File: src/rtl/segmem_pkg.sv
`timescale 1ns/1ps
package segmem_pkg;

    localparam int SEG_ROWS = 15;
    localparam int SEG_COMS = 4;

    localparam logic [1:0] RSEL_PTR  = 2'd0;
    localparam logic [1:0] RSEL_DATA = 2'd1;
    localparam logic [1:0] RSEL_CTRL = 2'd2;

    typedef enum logic [1:0] {
        ACC_IDLE  = 2'd0,
        ACC_WRITE = 2'd1,
        ACC_READ  = 2'd2
    } acc_state_t;

    typedef enum logic {
        VIEW_LIVE = 1'b0,
        VIEW_HELD = 1'b1
    } view_state_t;

endpackage

File: src/rtl/segmem_host.sv
`timescale 1ns/1ps
module segmem_host
    import segmem_pkg::*;
#(
    parameter int DW     = 8,
    parameter int AW     = 4,
    parameter int NBYTES = 15
) (
    input  logic          clk,
    input  logic          rst_n,
    input  logic          retain,
    input  logic          bus_wr,
    input  logic [1:0]    bus_addr,
    input  logic [DW-1:0] bus_wdata,
    output logic [DW-1:0] bus_rdata,
    input  logic [DW-1:0] mem_rdata,
    output logic          mem_we,
    output logic [AW-1:0] mem_addr,
    output logic [DW-1:0] mem_wdata,
    output logic          data_load,
    output logic          freeze
);

    acc_state_t  acc_q, acc_d, launch_st;
    view_state_t view_q, view_d;
    logic [DW-1:0] ptr_q, data_q;

    logic host_ok, ptr_hit, data_hit, ctrl_hit, skip_wr;

    assign host_ok  = bus_wr && !retain;
    assign ptr_hit  = host_ok && (bus_addr == RSEL_PTR);
    assign data_hit = host_ok && (bus_addr == RSEL_DATA);
    assign ctrl_hit = host_ok && (bus_addr == RSEL_CTRL);
    // write direction aimed past the last row: dropped (ROW_SKIP)
    assign skip_wr  = bus_wdata[DW-1] && (bus_wdata[AW-1:0] >= AW'(NBYTES));

    // access launched by this cycle's pointer write
    always_comb begin
        if (!ptr_hit)               launch_st = ACC_IDLE;
        else if (skip_wr)           launch_st = ACC_IDLE;   // ROW_SKIP
        else if (bus_wdata[DW-1])   launch_st = ACC_WRITE;  // LAUNCH_WR
        else                        launch_st = ACC_READ;   // LAUNCH_RD
    end

    always_comb begin
        acc_d = acc_q;
        unique case (acc_q)
            ACC_IDLE:             acc_d = launch_st;
            ACC_WRITE, ACC_READ:  acc_d = launch_st;        // DONE
            default:              acc_d = ACC_IDLE;
        endcase
    end

    always_comb begin
        view_d = view_q;
        unique case (view_q)
            VIEW_LIVE: if (ctrl_hit && bus_wdata[0])  view_d = VIEW_HELD; // FREEZE
            VIEW_HELD: if (ctrl_hit && !bus_wdata[0]) view_d = VIEW_LIVE; // THAW
            default:   view_d = VIEW_LIVE;
        endcase
    end

    // state registers
    always_ff @(posedge clk or negedge rst_n) begin
        if (!rst_n) begin
            acc_q  <= ACC_IDLE;
            view_q <= VIEW_LIVE;
        end else begin
            acc_q  <= acc_d;
            view_q <= view_d;
        end
    end

    // state outputs
    always_comb begin
        mem_we    = 1'b0;
        data_load = 1'b0;
        unique case (acc_q)
            ACC_IDLE:  ;
            ACC_WRITE: mem_we    = !retain;
            ACC_READ:  data_load = !retain;
            default:   ;
        endcase
    end

    assign freeze    = (view_q == VIEW_HELD);
    assign mem_addr  = ptr_q[AW-1:0];
    assign mem_wdata = data_q;

    // host-visible registers
    always_ff @(posedge clk or negedge rst_n) begin
        if (!rst_n) begin
            ptr_q  <= '0;
            data_q <= '0;
        end else begin
            if (ptr_hit) ptr_q <= bus_wdata;
            if (data_load)     data_q <= mem_rdata;
            else if (data_hit) data_q <= bus_wdata;
        end
    end

    always_comb begin
        unique case (bus_addr)
            RSEL_PTR:  bus_rdata = ptr_q;
            RSEL_DATA: bus_rdata = data_q;
            RSEL_CTRL: bus_rdata = {{(DW-1){1'b0}}, freeze};
            default:   bus_rdata = '0;
        endcase
    end

endmodule

File: src/rtl/segmem_store.sv
`timescale 1ns/1ps
module segmem_store #(
    parameter int DW     = 8,
    parameter int AW     = 4,
    parameter int NBYTES = 15
) (
    input  logic                 clk,
    input  logic                 rst_n,
    input  logic                 we,
    input  logic [AW-1:0]        addr,
    input  logic [DW-1:0]        wdata,
    output logic [DW-1:0]        rdata,
    input  logic                 freeze,
    output logic [NBYTES*DW-1:0] live_flat,
    output logic [NBYTES*DW-1:0] held_flat
);

    logic [DW-1:0] row_q  [NBYTES];
    logic [DW-1:0] snap_q [NBYTES];

    for (genvar i = 0; i < NBYTES; i++) begin : g_row
        always_ff @(posedge clk or negedge rst_n) begin
            if (!rst_n)                              row_q[i] <= '0;
            else if (we && (addr == AW'(i)))         row_q[i] <= wdata;
        end

        // snapshot follows the rows whenever the view is live
        always_ff @(posedge clk or negedge rst_n) begin
            if (!rst_n)       snap_q[i] <= '0;
            else if (!freeze) snap_q[i] <= row_q[i];
        end

        assign live_flat[i*DW +: DW] = row_q[i];
        assign held_flat[i*DW +: DW] = snap_q[i];
    end

    // indirect read port; rows past the end read as zero
    always_comb begin
        rdata = '0;
        for (int i = 0; i < NBYTES; i++) begin
            if (addr == AW'(i)) rdata = row_q[i];
        end
    end

endmodule

File: src/rtl/segmem_view.sv
`timescale 1ns/1ps
module segmem_view #(
    parameter int NCOM   = 4,
    parameter int NBYTES = 15,
    localparam int DW    = 2 * NCOM,
    localparam int CW    = $clog2(NCOM)
) (
    input  logic                 freeze,
    input  logic [NBYTES*DW-1:0] live_flat,
    input  logic [NBYTES*DW-1:0] held_flat,
    input  logic [CW-1:0]        com,
    output logic [2*NBYTES-1:0]  seg
);

    logic [NBYTES*DW-1:0] frame;

    assign frame = freeze ? held_flat : live_flat;

    for (genvar n = 0; n < NBYTES; n++) begin : g_pair
        logic [DW-1:0] byte_v;
        assign byte_v       = frame[n*DW +: DW];
        assign seg[2*n]     = byte_v[com];                 // even line, low nibble
        assign seg[2*n + 1] = byte_v[NCOM + int'(com)];    // odd line, high nibble
    end

endmodule

File: src/rtl/segmem_top.sv
`timescale 1ns/1ps
module segmem_top
    import segmem_pkg::*;
#(
    parameter int NBYTES = SEG_ROWS,
    parameter int NCOM   = SEG_COMS,
    localparam int DW    = 2 * NCOM,
    localparam int AW    = $clog2(NBYTES + 1),
    localparam int CW    = $clog2(NCOM),
    localparam int NSEG  = 2 * NBYTES
) (
    input  logic            clk,
    input  logic            rst_n,
    input  logic            retain,
    input  logic            bus_wr,
    input  logic [1:0]      bus_addr,
    input  logic [DW-1:0]   bus_wdata,
    output logic [DW-1:0]   bus_rdata,
    input  logic [CW-1:0]   disp_com,
    output logic [NSEG-1:0] disp_seg
);

    logic                 mem_we, data_load, freeze;
    logic [AW-1:0]        mem_addr;
    logic [DW-1:0]        mem_wdata, mem_rdata;
    logic [NBYTES*DW-1:0] live_flat, held_flat;

    segmem_host #(.DW(DW), .AW(AW), .NBYTES(NBYTES)) u_host (
        .clk       (clk),
        .rst_n     (rst_n),
        .retain    (retain),
        .bus_wr    (bus_wr),
        .bus_addr  (bus_addr),
        .bus_wdata (bus_wdata),
        .bus_rdata (bus_rdata),
        .mem_rdata (mem_rdata),
        .mem_we    (mem_we),
        .mem_addr  (mem_addr),
        .mem_wdata (mem_wdata),
        .data_load (data_load),
        .freeze    (freeze)
    );

    segmem_store #(.DW(DW), .AW(AW), .NBYTES(NBYTES)) u_store (
        .clk       (clk),
        .rst_n     (rst_n),
        .we        (mem_we),
        .addr      (mem_addr),
        .wdata     (mem_wdata),
        .rdata     (mem_rdata),
        .freeze    (freeze),
        .live_flat (live_flat),
        .held_flat (held_flat)
    );

    segmem_view #(.NCOM(NCOM), .NBYTES(NBYTES)) u_view (
        .freeze    (freeze),
        .live_flat (live_flat),
        .held_flat (held_flat),
        .com       (disp_com),
        .seg       (disp_seg)
    );

endmodule

File: config.mk
export PLATFORM = sky130hd
export DESIGN_NAME = segmem_top
export DESIGN_NICKNAME = d
export VERILOG_FILES = /design/src/rtl/segmem_pkg.sv /design/src/rtl/segmem_host.sv /design/src/rtl/segmem_store.sv /design/src/rtl/segmem_view.sv /design/src/rtl/segmem_top.sv
export SDC_FILE = /design/constraint.sdc
export NUM_CORES = 1
export LEC_CHECK = 0
export ABC_AREA = 0
export BUFFER_PORTS_ARGS = -buffer_cell sky130_fd_sc_hd__buf_2
export CORE_UTILIZATION = 30
export CTS_BUF_LIST = sky130_fd_sc_hd__clkbuf_4 sky130_fd_sc_hd__clkbuf_8
export DETAILED_ROUTE_END_ITERATION = 16
export MAX_ROUTING_LAYER = met4
export PLACE_DENSITY_LB_ADDON = 0.1
export SYNTH_ARGS = -nofsm -noshare
export SYNTH_HDL_FRONTEND = slang
export SYNTH_SLANG_ARGS = --single-unit
File: constraint.sdc
create_clock -name clk -period 2.1 [get_ports clk]
set_input_delay 0.105 -clock clk [delete_from_list [all_inputs] [get_ports clk]]
set_output_delay 0.105 -clock clk [all_outputs]
set_load 0.01 [all_outputs]
### After elaboration in Yosys (flattened, before gate mapping)

Cells that the tools add are included.

* $add $sub $neg: 1
* $lt $le $gt $ge: 3
* equal/unequal tests: 18
* mux-type cells: 103
* bitwise logic cells: 1
* reduce and logical (&&, ||, !) cells: 29

Operators with widths (number)
* 2-to-1 mux 8 bit: 17
* 2-to-1 mux 120 bit: 1
* 2-to-1 mux 1 bit: 49
* binary-select mux 1 bit (select 3 bit): 15
* < comparator 32 x 5 -> 1 bit, second input constant: 1
* binary-select mux 1 bit (select 2 bit): 15
* == test 4 bit, second input constant: 7
* case mux 8 bit (3 select lines): 1
* logical AND 1 bit: 22
* == test 4 x 3 -> 1 bit, second input constant: 4
* == test 4 x 2 -> 1 bit, second input constant: 2
* 2-to-1 mux 2 bit: 4
* adder 3 x 2 -> 4 bit, first input constant: 1
* == test 2 x 1 -> 1 bit, second input constant: 2
* == test 2 bit, second input constant: 2
* == test 4 x 1 -> 1 bit, second input constant: 1
* greater-or-equal comparator 4 bit, second input constant: 1
* zero test 2 bit: 2
* zero test 4 bit: 1
* < comparator 2 x 4 -> 1 bit, second input constant: 1
* OR reduction 3 bit: 1
* zero test 1 bit: 2
* case mux 1 bit (2 select lines): 1
* nonzero test 2 bit: 1
* NOT 1 bit: 1

* register bits: 259
* input bits: 16
* output and inout bits: 38

### Longest topological paths before layout

* word-level depth: 17
* gate-level depth with buffers: 9
* depth with buffers taken out: 5

### Cells and area by module

Synthesis repeated with hierarchy kept, for this count alone.

* cells, all modules: 948
* area total of the unflattened synthesis: 13556.8 um^2

Modules (own cells, without submodules)
* segmem_store: instances 1, cells each 756, area each 10472.5 um^2
* segmem_view: instances 1, cells each 107, area each 2030.7 um^2
* segmem_host: instances 1, cells each 85, area each 1053.5 um^2

### Least setup slack after synthesis

Ideal clock, no wire load.

* kind: reg2out
* start point: register with a tool-made name
* end point: output port disp_seg[0]
* arrival: 1.845 ns
* path slack: 0.150 ns
* stages on the path, launching flop included: 6
* cells stage by stage: dfrtp_1 clkbuf_1 clkbuf_1 buf_2 mux2_2 mux4_2

RTL lines
* end: declaration: line segmem_top.sv:20 `output logic [NSEG-1:0] disp_seg`

==> impl_metrics.toml <==
[timing]
min_period_over_period_pct = 119
finalHoldViolCount = 0
tightest_slew_ps = 746
slew_headroom_pct = 50.3
drv_slew = 0
fmax_mhz = 400
period_needed_ps = 2500
finalSetupViolCount = 30
setup_slack_ps = -402
setup_tns_ps = -11420
rsz0062_at_grt = "yes"
fin_skew_ps = 26.0

[layout]
antenna_cells = 0
drive_gt1_share_pct = 49.9
utilization_pct = 37.1
final_common_cell = "dfrtp_1"
nets = 1014
layout_common_cells = "dfrtp_1 (255), mux2_2 (241), buf_4 (58)"
synthToLayoutAreaGrowth_pct = 22.1

[logic_synthesis]
synth_top_area_share_pct = 53.8
seq_area_frac_synth_pct = 53.8
synth_area_leaders = "dfrtp_1 (54%), mux2_2 (23%), mux4_2 (5.6%), mux2i_1 (3.1%), o21ai_0 (1.4%)"
ys_warn_count = 0
netlist_instances = 869
syn_avg_cell_area_um2 = 13.9
ys_types = 52
synth_top_area_cell = "dfrtp_1"
mappedNetlistNets = 885
syn_area_um2 = 12100
synth_seq_cells = 259

[die]
rows = 73
fp.dieH_um = 202
die_w_um = 202
boundaryPins = 54
core_um2 = 39600
die_area_um2 = 41000
start_util_pct = 30.4

[place]
dpl.hpwl_um = 24600
port-buffer-count = 53
place.gp.congestion = 0.838

[critical_path]
arrival_ps = 2400
reg2reg_slack_ps = 130
cp_slowest_stage_delay_ps = 460
start_kind = "flop"
worst_path_most_repeated_cell = "clkbuf_16"
r2r_end = "u_host.mem_wdata[2]"
cpMaxStageDelayCell = "dfrtp_4"
cp_cell_sequence = "clkbuf_16 -> clkbuf_16 -> mux2_2 -> mux4_2 -> buf_2"
rr_startpoint = "u_host.ptr_q[2]"
critPathMaxFanout = 8
cp_data_required_time_ps = 2000
timing_worst_setup_path_type = "reg2out"
cp-endpoint = "disp_seg[7]"
rr_worst_depth = 6
worstSetupEndpointType = "primary output"

[detailed_routing]
drtIter0Drc = 409
wirelength_um = 36300
routed-via-count = 7771
route.detailed.drc = 0
wl_per_cell_um = 23.4
avgViaCountPerCell = 5.01
ant_nets = 0
firstDrtPassIters = 5

[pwr]
ir_drop_v = 0.000471
p_per_area_nw_per_um2 = 922
leakagePower_nw = 7.11

[run_status]
violations = "setup timing"
status = "finished, violations left"

[min_path]
hold_path_class = "in2reg"

[clocking]
numCtsBuffers = 47
cts_tree = "built"
numClockSinks = 259
clk_pin_slew_ps = 50
clockRootBuffer = "clkbuf_8"
cts.path.max_buffers = 3
htreeDepth = 2
insertion_delay_ps = 580

[global_route]
antenna_found_initial = 0
grt_pass1_vias = 8207
grt_max_degree = 66
grt_overflow_total = 0
grt_usage_pct = 18.4
grt_pass1_wl_um = 54500

[run]
max_cap_violations = 0
## Yosys cell counts, drive strengths merged
cell type / n
o32ai: 5
or3: 4
or2: 1
mux2i: 37
a211oi: 4
and4bb: 2
o211ai: 4
or3b: 2
mux4: 30
a2bb2oi: 5
mux2: 252
a221o: 1
a21o: 1
nand4: 2
a31o: 1
and2: 2
o22ai: 3
inv: 3
o31a: 1
o2bb2ai: 6
o211a: 2
nor4b: 1
dfrtp: 259
nor2b: 10
a222oi: 1
o31ai: 3
a221oi: 7
nor4: 1
nor3: 10
clkbuf: 24
a21boi: 2
nor3b: 1
nand3b: 1
a21oi: 9
a22oi: 5
buf: 39
nand3: 1
o21ai: 34
nand2b: 7
nor2: 42
a31oi: 8
nand2: 30
a211o: 4
o311ai: 2
## metrics by stage
stage / power [W] / instance area (um2) / hold WS (ps) / worst slack [ps] / cells
after floorplan: 0.00717 / 12100 / -191 / 150 / 869
after global placement: 0.00854 / 13300 / 131 / 66.7 / 1452
after detailed placement: 0.00854 / 13300 / 125 / 83.2 / 1452
after CTS: 0.0137 / 14600 / 53.0 / -460 / 1547
after global routing: 0.0142 / 14700 / 90.5 / -475 / 1551
final: 0.0136 / 14700 / 91.7 / -402 / 1551
## flip-flops by register name (all words and copies together), names as in the netlist, named ones only
name	flops
u_host.ptr_q	8
u_host.mem_wdata	8
u_store.held_flat	120
u_host.acc_q	2
u_store.live_flat	120
## layout make-up
type | count | area (um2)
fillers | 3900 | 24900
flip-flops and latches | 259 | 6490
multi-input cells | 544 | 5290
repair buffers | 143 | 1320
clock buffers | 73 | 905
well taps | 525 | 657
clock inverters | 4 | 45.0
inverters | 3 | 11.3
## where the power goes
part           total (W)  switching (W)  internal, W
registers        0.00573       0.000417      0.00531
logic            0.00299        0.00163      0.00135
clock network    0.00486        0.00203      0.00282
## cells by family (layout without fill, tap and decap cells)
kind of cell / after synthesis / count (layout) / synth area share, %
AOI/OAI and AO/OA: 108 / 108 / 6.12
buffers and inverters: 66 / 223 / 2.50
DFF: 259 / 259 / 53.8
muxes: 319 / 319 / 32.5
and+or+nand+nor: 117 / 117 / 5.16
## layer usage
metal	up-vias	track usage [%]	share of wire, %
met2	163	29.1	49
met4	0	6.28	2.7
met3	70	3.11	3.7
met5	-	-	0
li1	3493	-	-
met1	4045	23.9	44
## critical path, delay by kind of cell, from the launching register on
| family | cells | cell delay (ps) |
|---|---|---|
| DFF | 1 | 460 |
| buffers and inverters | 3 | 530 |
| muxes | 2 | 820 |
## worst min-delay path by stage
stage                       from                    end  slack, ps  depth (start not counted)
after global routing      retain        u_host.ptr_q[0]         90                          5
final                     retain        u_host.acc_q[0]         90                          5
after floorplan            rst_n              async pin       -190                          0
after detailed placement   rst_n  u_store.live_flat[81]        120                          1
after CTS                 retain        u_host.acc_q[0]         50                          5
after global placement     rst_n  u_store.held_flat[73]        130                          1
## repair_timing
action,in CTS,in global routing
resized for setup,9,16
buffers inserted,3,1
cloned,2,3
pin swaps,0,1
hold buffers,13,0
setup endpoints to repair,30,54
hold endpoints to repair,250,0
Note: power is estimated with default switching activity, not from simulation.
